[src/rtl/dw_dirty_flush.sv]
module dw_dirty_flush #(
  parameter int LINES  = 8,
  parameter int DATA_W = 64,
  parameter int NDW    = 4,
  localparam int IDX_W = $clog2(LINES),
  localparam int DWB   = DATA_W / 8,
  localparam int BE_W  = NDW * DWB,
  localparam int OFF_W = $clog2(NDW)
) (
  input  logic              clk,
  input  logic              rst_n,
  input  logic              full_mark,
  input  logic              st_valid,
  input  logic [IDX_W-1:0]  st_line,
  input  logic [BE_W-1:0]   st_be,
  input  logic              st_thru,
  input  logic              st_zero,
  input  logic              fill_en,
  input  logic [IDX_W-1:0]  fill_line,
  input  logic              req_valid,
  input  logic [1:0]        req_kind,
  input  logic [IDX_W-1:0]  req_line,
  output logic              req_ready,
  output logic              req_done,
  output logic              rd_en,
  output logic [IDX_W-1:0]  rd_line,
  output logic [OFF_W-1:0]  rd_dw,
  input  logic [DATA_W-1:0] rd_data,
  output logic              wb_valid,
  input  logic              wb_ready,
  output logic [IDX_W-1:0]  wb_line,
  output logic [OFF_W-1:0]  wb_dw,
  output logic [DATA_W-1:0] wb_data,
  output logic [NDW-1:0]    wb_mask,
  output logic              wb_last,
  output logic [LINES-1:0]  line_valid
);

  typedef enum logic [2:0] {S_IDLE, S_RD, S_WT, S_SEND, S_FIN} state_t;

  state_t            state;
  logic [NDW-1:0]    dirty    [LINES];
  logic [NDW-1:0]    dirty_nx [LINES];
  logic [LINES-1:0]  vld, vld_nx;
  logic [NDW-1:0]    pend, snap, st_hit, st_set;
  logic [IDX_W-1:0]  cur;
  logic              inv;
  logic [OFF_W-1:0]  dw_q, first_dw;
  logic [DATA_W-1:0] data_q;

  always_comb begin
    for (int i = 0; i < NDW; i++) st_hit[i] = |st_be[i*DWB +: DWB];
    if (st_zero)      st_set = '1;
    else if (st_thru) st_set = '0;
    else              st_set = st_hit;
    if (full_mark && |st_set) st_set = '1;
  end

  always_comb begin
    first_dw = '0;
    for (int i = NDW-1; i >= 0; i--)
      if (pend[i]) first_dw = OFF_W'(i);
  end

  always_comb begin
    for (int l = 0; l < LINES; l++) begin
      dirty_nx[l] = dirty[l];
      vld_nx[l]   = vld[l];
      if (fill_en && fill_line == IDX_W'(l)) begin
        dirty_nx[l] = '0;
        vld_nx[l]   = 1'b1;
      end
      if (state == S_RD && cur == IDX_W'(l)) dirty_nx[l][first_dw] = 1'b0;
      if (state == S_FIN && inv && cur == IDX_W'(l)) begin
        dirty_nx[l] = '0;
        vld_nx[l]   = 1'b0;
      end
      if (st_valid && st_line == IDX_W'(l)) dirty_nx[l] = dirty_nx[l] | st_set;
    end
  end

  always_ff @(posedge clk or negedge rst_n) begin
    if (!rst_n) begin
      for (int l = 0; l < LINES; l++) dirty[l] <= '0;
      vld <= '0;
    end else begin
      for (int l = 0; l < LINES; l++) dirty[l] <= dirty_nx[l];
      vld <= vld_nx;
    end
  end

  always_ff @(posedge clk or negedge rst_n) begin
    if (!rst_n) begin
      state  <= S_IDLE;
      cur    <= '0;
      inv    <= 1'b0;
      snap   <= '0;
      pend   <= '0;
      dw_q   <= '0;
      data_q <= '0;
    end else begin
      case (state)
        S_IDLE: if (req_valid) begin
          cur   <= req_line;
          inv   <= (req_kind == 2'b10);
          snap  <= dirty[req_line];
          pend  <= dirty[req_line];
          state <= (|dirty[req_line]) ? S_RD : S_FIN;
        end
        S_RD: begin
          dw_q           <= first_dw;
          pend[first_dw] <= 1'b0;
          state          <= S_WT;
        end
        S_WT: begin
          data_q <= rd_data;
          state  <= S_SEND;
        end
        S_SEND: if (wb_ready) state <= (pend == '0) ? S_FIN : S_RD;
        default: state <= S_IDLE;
      endcase
    end
  end

  assign req_ready  = (state == S_IDLE);
  assign req_done   = (state == S_FIN);
  assign rd_en      = (state == S_RD);
  assign rd_line    = cur;
  assign rd_dw      = first_dw;
  assign wb_valid   = (state == S_SEND);
  assign wb_line    = cur;
  assign wb_dw      = dw_q;
  assign wb_data    = data_q;
  assign wb_mask    = snap;
  assign wb_last    = (pend == '0);
  assign line_valid = vld;

  AST_BEAT_IN_MASK: assert property (@(posedge clk) disable iff (!rst_n)
    wb_valid |-> wb_mask[wb_dw]);
  AST_LAST_IS_TOP: assert property (@(posedge clk) disable iff (!rst_n)
    (wb_valid && wb_last) |-> ((wb_mask >> wb_dw) == NDW'(1)));
  AST_HOLD_UNDER_STALL: assert property (@(posedge clk) disable iff (!rst_n)
    (wb_valid && !wb_ready) |=> (wb_valid && $stable(wb_data) && $stable(wb_dw)));
  AST_CLEAN_QUICK: assert property (@(posedge clk) disable iff (!rst_n)
    (req_valid && req_ready && dirty[req_line] == '0) |=> (req_done && !rd_en));
  AST_DONE_AFTER_LAST: assert property (@(posedge clk) disable iff (!rst_n)
    (wb_valid && wb_ready && wb_last) |=> req_done);
  AST_INV_DROPS_VALID: assert property (@(posedge clk) disable iff (!rst_n)
    (req_done && inv && !(fill_en && fill_line == cur)) |=> !line_valid[$past(cur)]);
  AST_IDLE_NO_BEAT: assert property (@(posedge clk) disable iff (!rst_n)
    req_ready |-> !wb_valid);

endmodule

[config.mk]
export PLATFORM = sky130hd
export DESIGN_NAME = dw_dirty_flush
export DESIGN_NICKNAME = d
export VERILOG_FILES = /design/src/rtl/dw_dirty_flush.sv
export SDC_FILE = /design/constraint.sdc
export NUM_CORES = 1
export LEC_CHECK = 0
export ABC_AREA = 1
export BUFFER_PORTS_ARGS = -buffer_cell sky130_fd_sc_hd__buf_2
export CORE_ASPECT_RATIO = 1.4
export CORE_UTILIZATION = 50
export CTS_CLUSTER_DIAMETER = 120
export DETAILED_ROUTE_END_ITERATION = 7
export GPL_ROUTABILITY_DRIVEN = 0
export GPL_TIMING_DRIVEN = 0
export HOLD_SLACK_MARGIN = 0.12
export PLACE_DENSITY = 0.86
export SLEW_MARGIN = 5
export SYNTH_ARGS = -nofsm -noshare
export SYNTH_HDL_FRONTEND = slang
export SYNTH_SLANG_ARGS = --single-unit
[constraint.sdc]
create_clock -name clk -period 1.8 [get_ports clk]
set_input_delay 0.36 -clock clk [delete_from_list [all_inputs] [get_ports clk]]
set_output_delay 0.36 -clock clk [all_outputs]
set_load 0.05 [all_outputs]
==> metrics.md <==
| Metric | Value |
|---|---|
| Initial Util | `between 50% and 60%` |
| Syn Nets | `around 890` |
| Root Buffer | `clkbuf_16` |
| Antenna-violating nets left | `0` |
| First-pass GRT wire length | `around 27000 um` |
| CP arrival | `about 1.4 ns` |
| Status | `complete, no violations` |
| Mapped Cells | `between 700 and 800` |
| Htree depth | `4` |
| Hpwl dp | `approximately 12000 um` |
| Seq/Total Area, Yosys | `52.8%` |
| Count of cell types in the netlist | `26` |
| Max Clock Skew | `roughly 0.012 ns` |
| Ant. Diodes | `0` |
| Number of global-route vias before repair | `just under 6k` |
| Clk_lat worst skew | `0.41 ns` |
| GRT overflow | `0` |
| CP Capture Type | `primary output` |
| Residual DRC | `0` |
| Max_cap viols | `0` |
| Largest net degree at the start of global routing | `between 80 and 90` |
| Core area | `~11000 um2` |
| Final-stage net count | `approximately 1.1k` |
| Die Area | `around 12000 um2` |
| Clock slew at reported path FFs | `0.07 ns` |
| Final worst-path cycle share | `a little under 100%` |
| Actual slew at the worst max-slew pin | `between 0.6 and 0.7 ns` |
| CP Launch Type | `register` |
| Vias | `roughly 5.8k` |
| Die width | `between 90 and 100 um` |
| R2R Path Start | `pend[3]$_DFFE_PN0P_` |
| Finish-stage setup viols | `0` |
| Post-synthesis register bit count | `around 120` |
| Num CTS Buffers | `17` |
| CTS Sinks | `between 100 and 150` |
| Gr usage total | `29.6%` |
| Layout area overhead | `33.6%` |
| Port buffer count | `204` |
| WHS Path Cells | `3` |
| CTS tree | `yes` |
| CP Data Required Time | `roughly 1.4 ns` |
| Clk buf depth | `2` |
| Pwr dens | `2120 nW/um2` |
| Layout cells sized above 1 | `about 28%` |
| Rows | `45` |
| I/O pin count | `about 210` |
| Hold slack final | `between 0.1 and 0.15 ns` |
| WS Path Type | `register to primary output` |
| Fmax | `between 0.5 and 0.6 GHz` |
| R2r worst-path depth | `8` |
| Path type of the worst min-delay path | `input port to register` |
| Fin crit period | `around 1.8 ns` |
| Relative slew slack | `54.5%` |
| Yosys Warn Count | `0` |
| TritonRoute pass-1 iters | `7` |
| Final hold viol count | `0` |
| Post-Synthesis Cell Area | `between 5000 and 6000 um2` |
| RSZ-0062 raised after global routing | `yes` |
| Leakage | `roughly 0.0043 uW` |
| Peak VDD IR | `around 1600 uV` |
| Hold Startpoint | `rd_data[43]` |
| Post-DR vias/cell | `4.99` |
| Overall Power | `~16000 uW` |
| Max Fanout on Critical Path | `2` |
| DRT iter0 DRCs | `around 360` |
| Initial antenna violation count | `0` |
| CP Launch Point | `pend[3]$_DFFE_PN0P_` |
| Die H | `around 130 um` |
| Average cell area after synthesis | `7.43 um2` |
| Wire per inst | `between 10 and 15 um` |
| # fillers | `908` |
| Max Slew Vio Count | `0` |
| Final wirelength | `16500 um` |
## layout make-up
type / count / area (um2) / share of cell area (%)
Timing Repair Buffer: 208 / 1120 / 14.6
Multi-Input combinational cell: 549 / 2290 / 29.8
Tap cell: 141 / 176 / 2.30
Inverter: 79 / 307 / 4.00
Buffer: 23 / 153 / 1.99
Clock inverter: 14 / 160 / 2.09
Clock buffer: 18 / 439 / 5.73
Sequential cell: 121 / 3030 / 39.5
## routing by layer
layer	share of wire (%)	up-vias	GRT usage (%)
li1	-	2804	-
met1	37	2642	32.4
met2	53	264	53.2
met3	6.9	48	6.62
met4	3.6	0	15.5
met5	0	-	0
## critical path, cell delays in order (launching register included)
cell and delay (ns):
dfrtp_1 0.40, inv_1 0.09, nor2_1 0.06, o21ai_2 0.19
inv_1 0.10, buf_6 0.16
## placed cells by master (no fill, tap or decap), types with 3 or more instances in the layout
cell type,n
a21oi_1,9
buf_2,210
buf_4,6
buf_6,8
clkbuf_1,3
clkbuf_16,17
clkinv_4,4
dfrtp_1,121
inv_1,71
inv_2,6
inv_6,6
nand2_1,375
nand2_2,4
nand3_1,28
nand4_1,5
nor2_1,83
nor2_2,5
nor2_4,3
nor3_1,5
o2111ai_1,3
o211ai_1,17
o21ai_0,7
## metrics by stage
step           TNS, ns  worst slack (ns)  cell area [um2]  cells  utilization, %
2_1_floorplan  -0.0244           -0.0244             5750    772               -
3_3_place_gp   -134.81             -1.12             6950   1117            62.9
3_5_place_dp         0            0.0814             6980   1118            63.3
4_1_cts              0            0.0128             7630   1152            69.1
5_1_grt        -0.0621           -0.0449             7670   1153            69.5
6_report             0            0.0269             7670   1153            69.5
## worst paths after layout
kind                                                end  slack, ns
worst max-delay path                           rd_dw[0]       0.03
worst min-delay path            wb_data[43]$_DFFE_PN0P_       0.14
worst max register to register      dirty[28]$_DFF_PN0_       0.07
worst min register to register   wb_data[8]$_DFFE_PN0P_       0.46
max in group asynchronous          state[0]$_DFFE_PN0P_       0.66
min in group asynchronous           dirty[29]$_DFF_PN0_       0.41
## Yosys cell counts, drive strengths merged
master | instances | area share [%]
nand3b | 1 | 0.13
clkbuf | 3 | 0.20
inv | 79 | 5.3
o311ai | 1 | 0.15
a21oi | 9 | 0.78
nand4 | 5 | 0.55
o21ai | 8 | 0.76
o2111ai | 3 | 0.46
nand2 | 379 | 25
o211ai | 17 | 2.2
nor2 | 91 | 6.2
nand3 | 28 | 2.4
nor3 | 6 | 0.52
buf | 20 | 2.5
and2 | 1 | 0.11
dfrtp | 121 | 53
## power breakdown
part | switching [uW] | total, uW | internal, uW | leakage [uW]
combinational | 6180 | 8190 | 2000 | 0.00256
sequential | 746 | 4650 | 3900 | 0.00146
clock | 1340 | 3450 | 2110 | 0.000293
## timing repair
item / 4_1_cts / 5_1_grt
gates resized for setup: 12 / 11
endpoints found under the setup margin: 6 / 6
pin swaps: 1 / 2
setup buffers: 1 / 1
hold endpoints to repair: 33 / 0
hold buffers: 1 / 0
## state kept, by name (all words and copies together), names as in the netlist
| name | cells |
|---|---|
| dirty | 32 |
| inv | 1 |
| line_valid | 8 |
| pend | 4 |
| rd_line | 3 |
| state | 3 |
| wb_data | 64 |
| wb_dw | 2 |
| wb_mask | 4 |
## kinds of logic (layout without fill, tap and decap cells)
group                  after synthesis  count (layout)  synth area share [%]
and+or+nand+nor                    511             511                  34.9
DFF                                121             121                  52.8
buffers and inverters              102             342                  7.96
AOI/OAI and AO/OA                   38              38                  4.38
(Power assumes the default switching activity.)
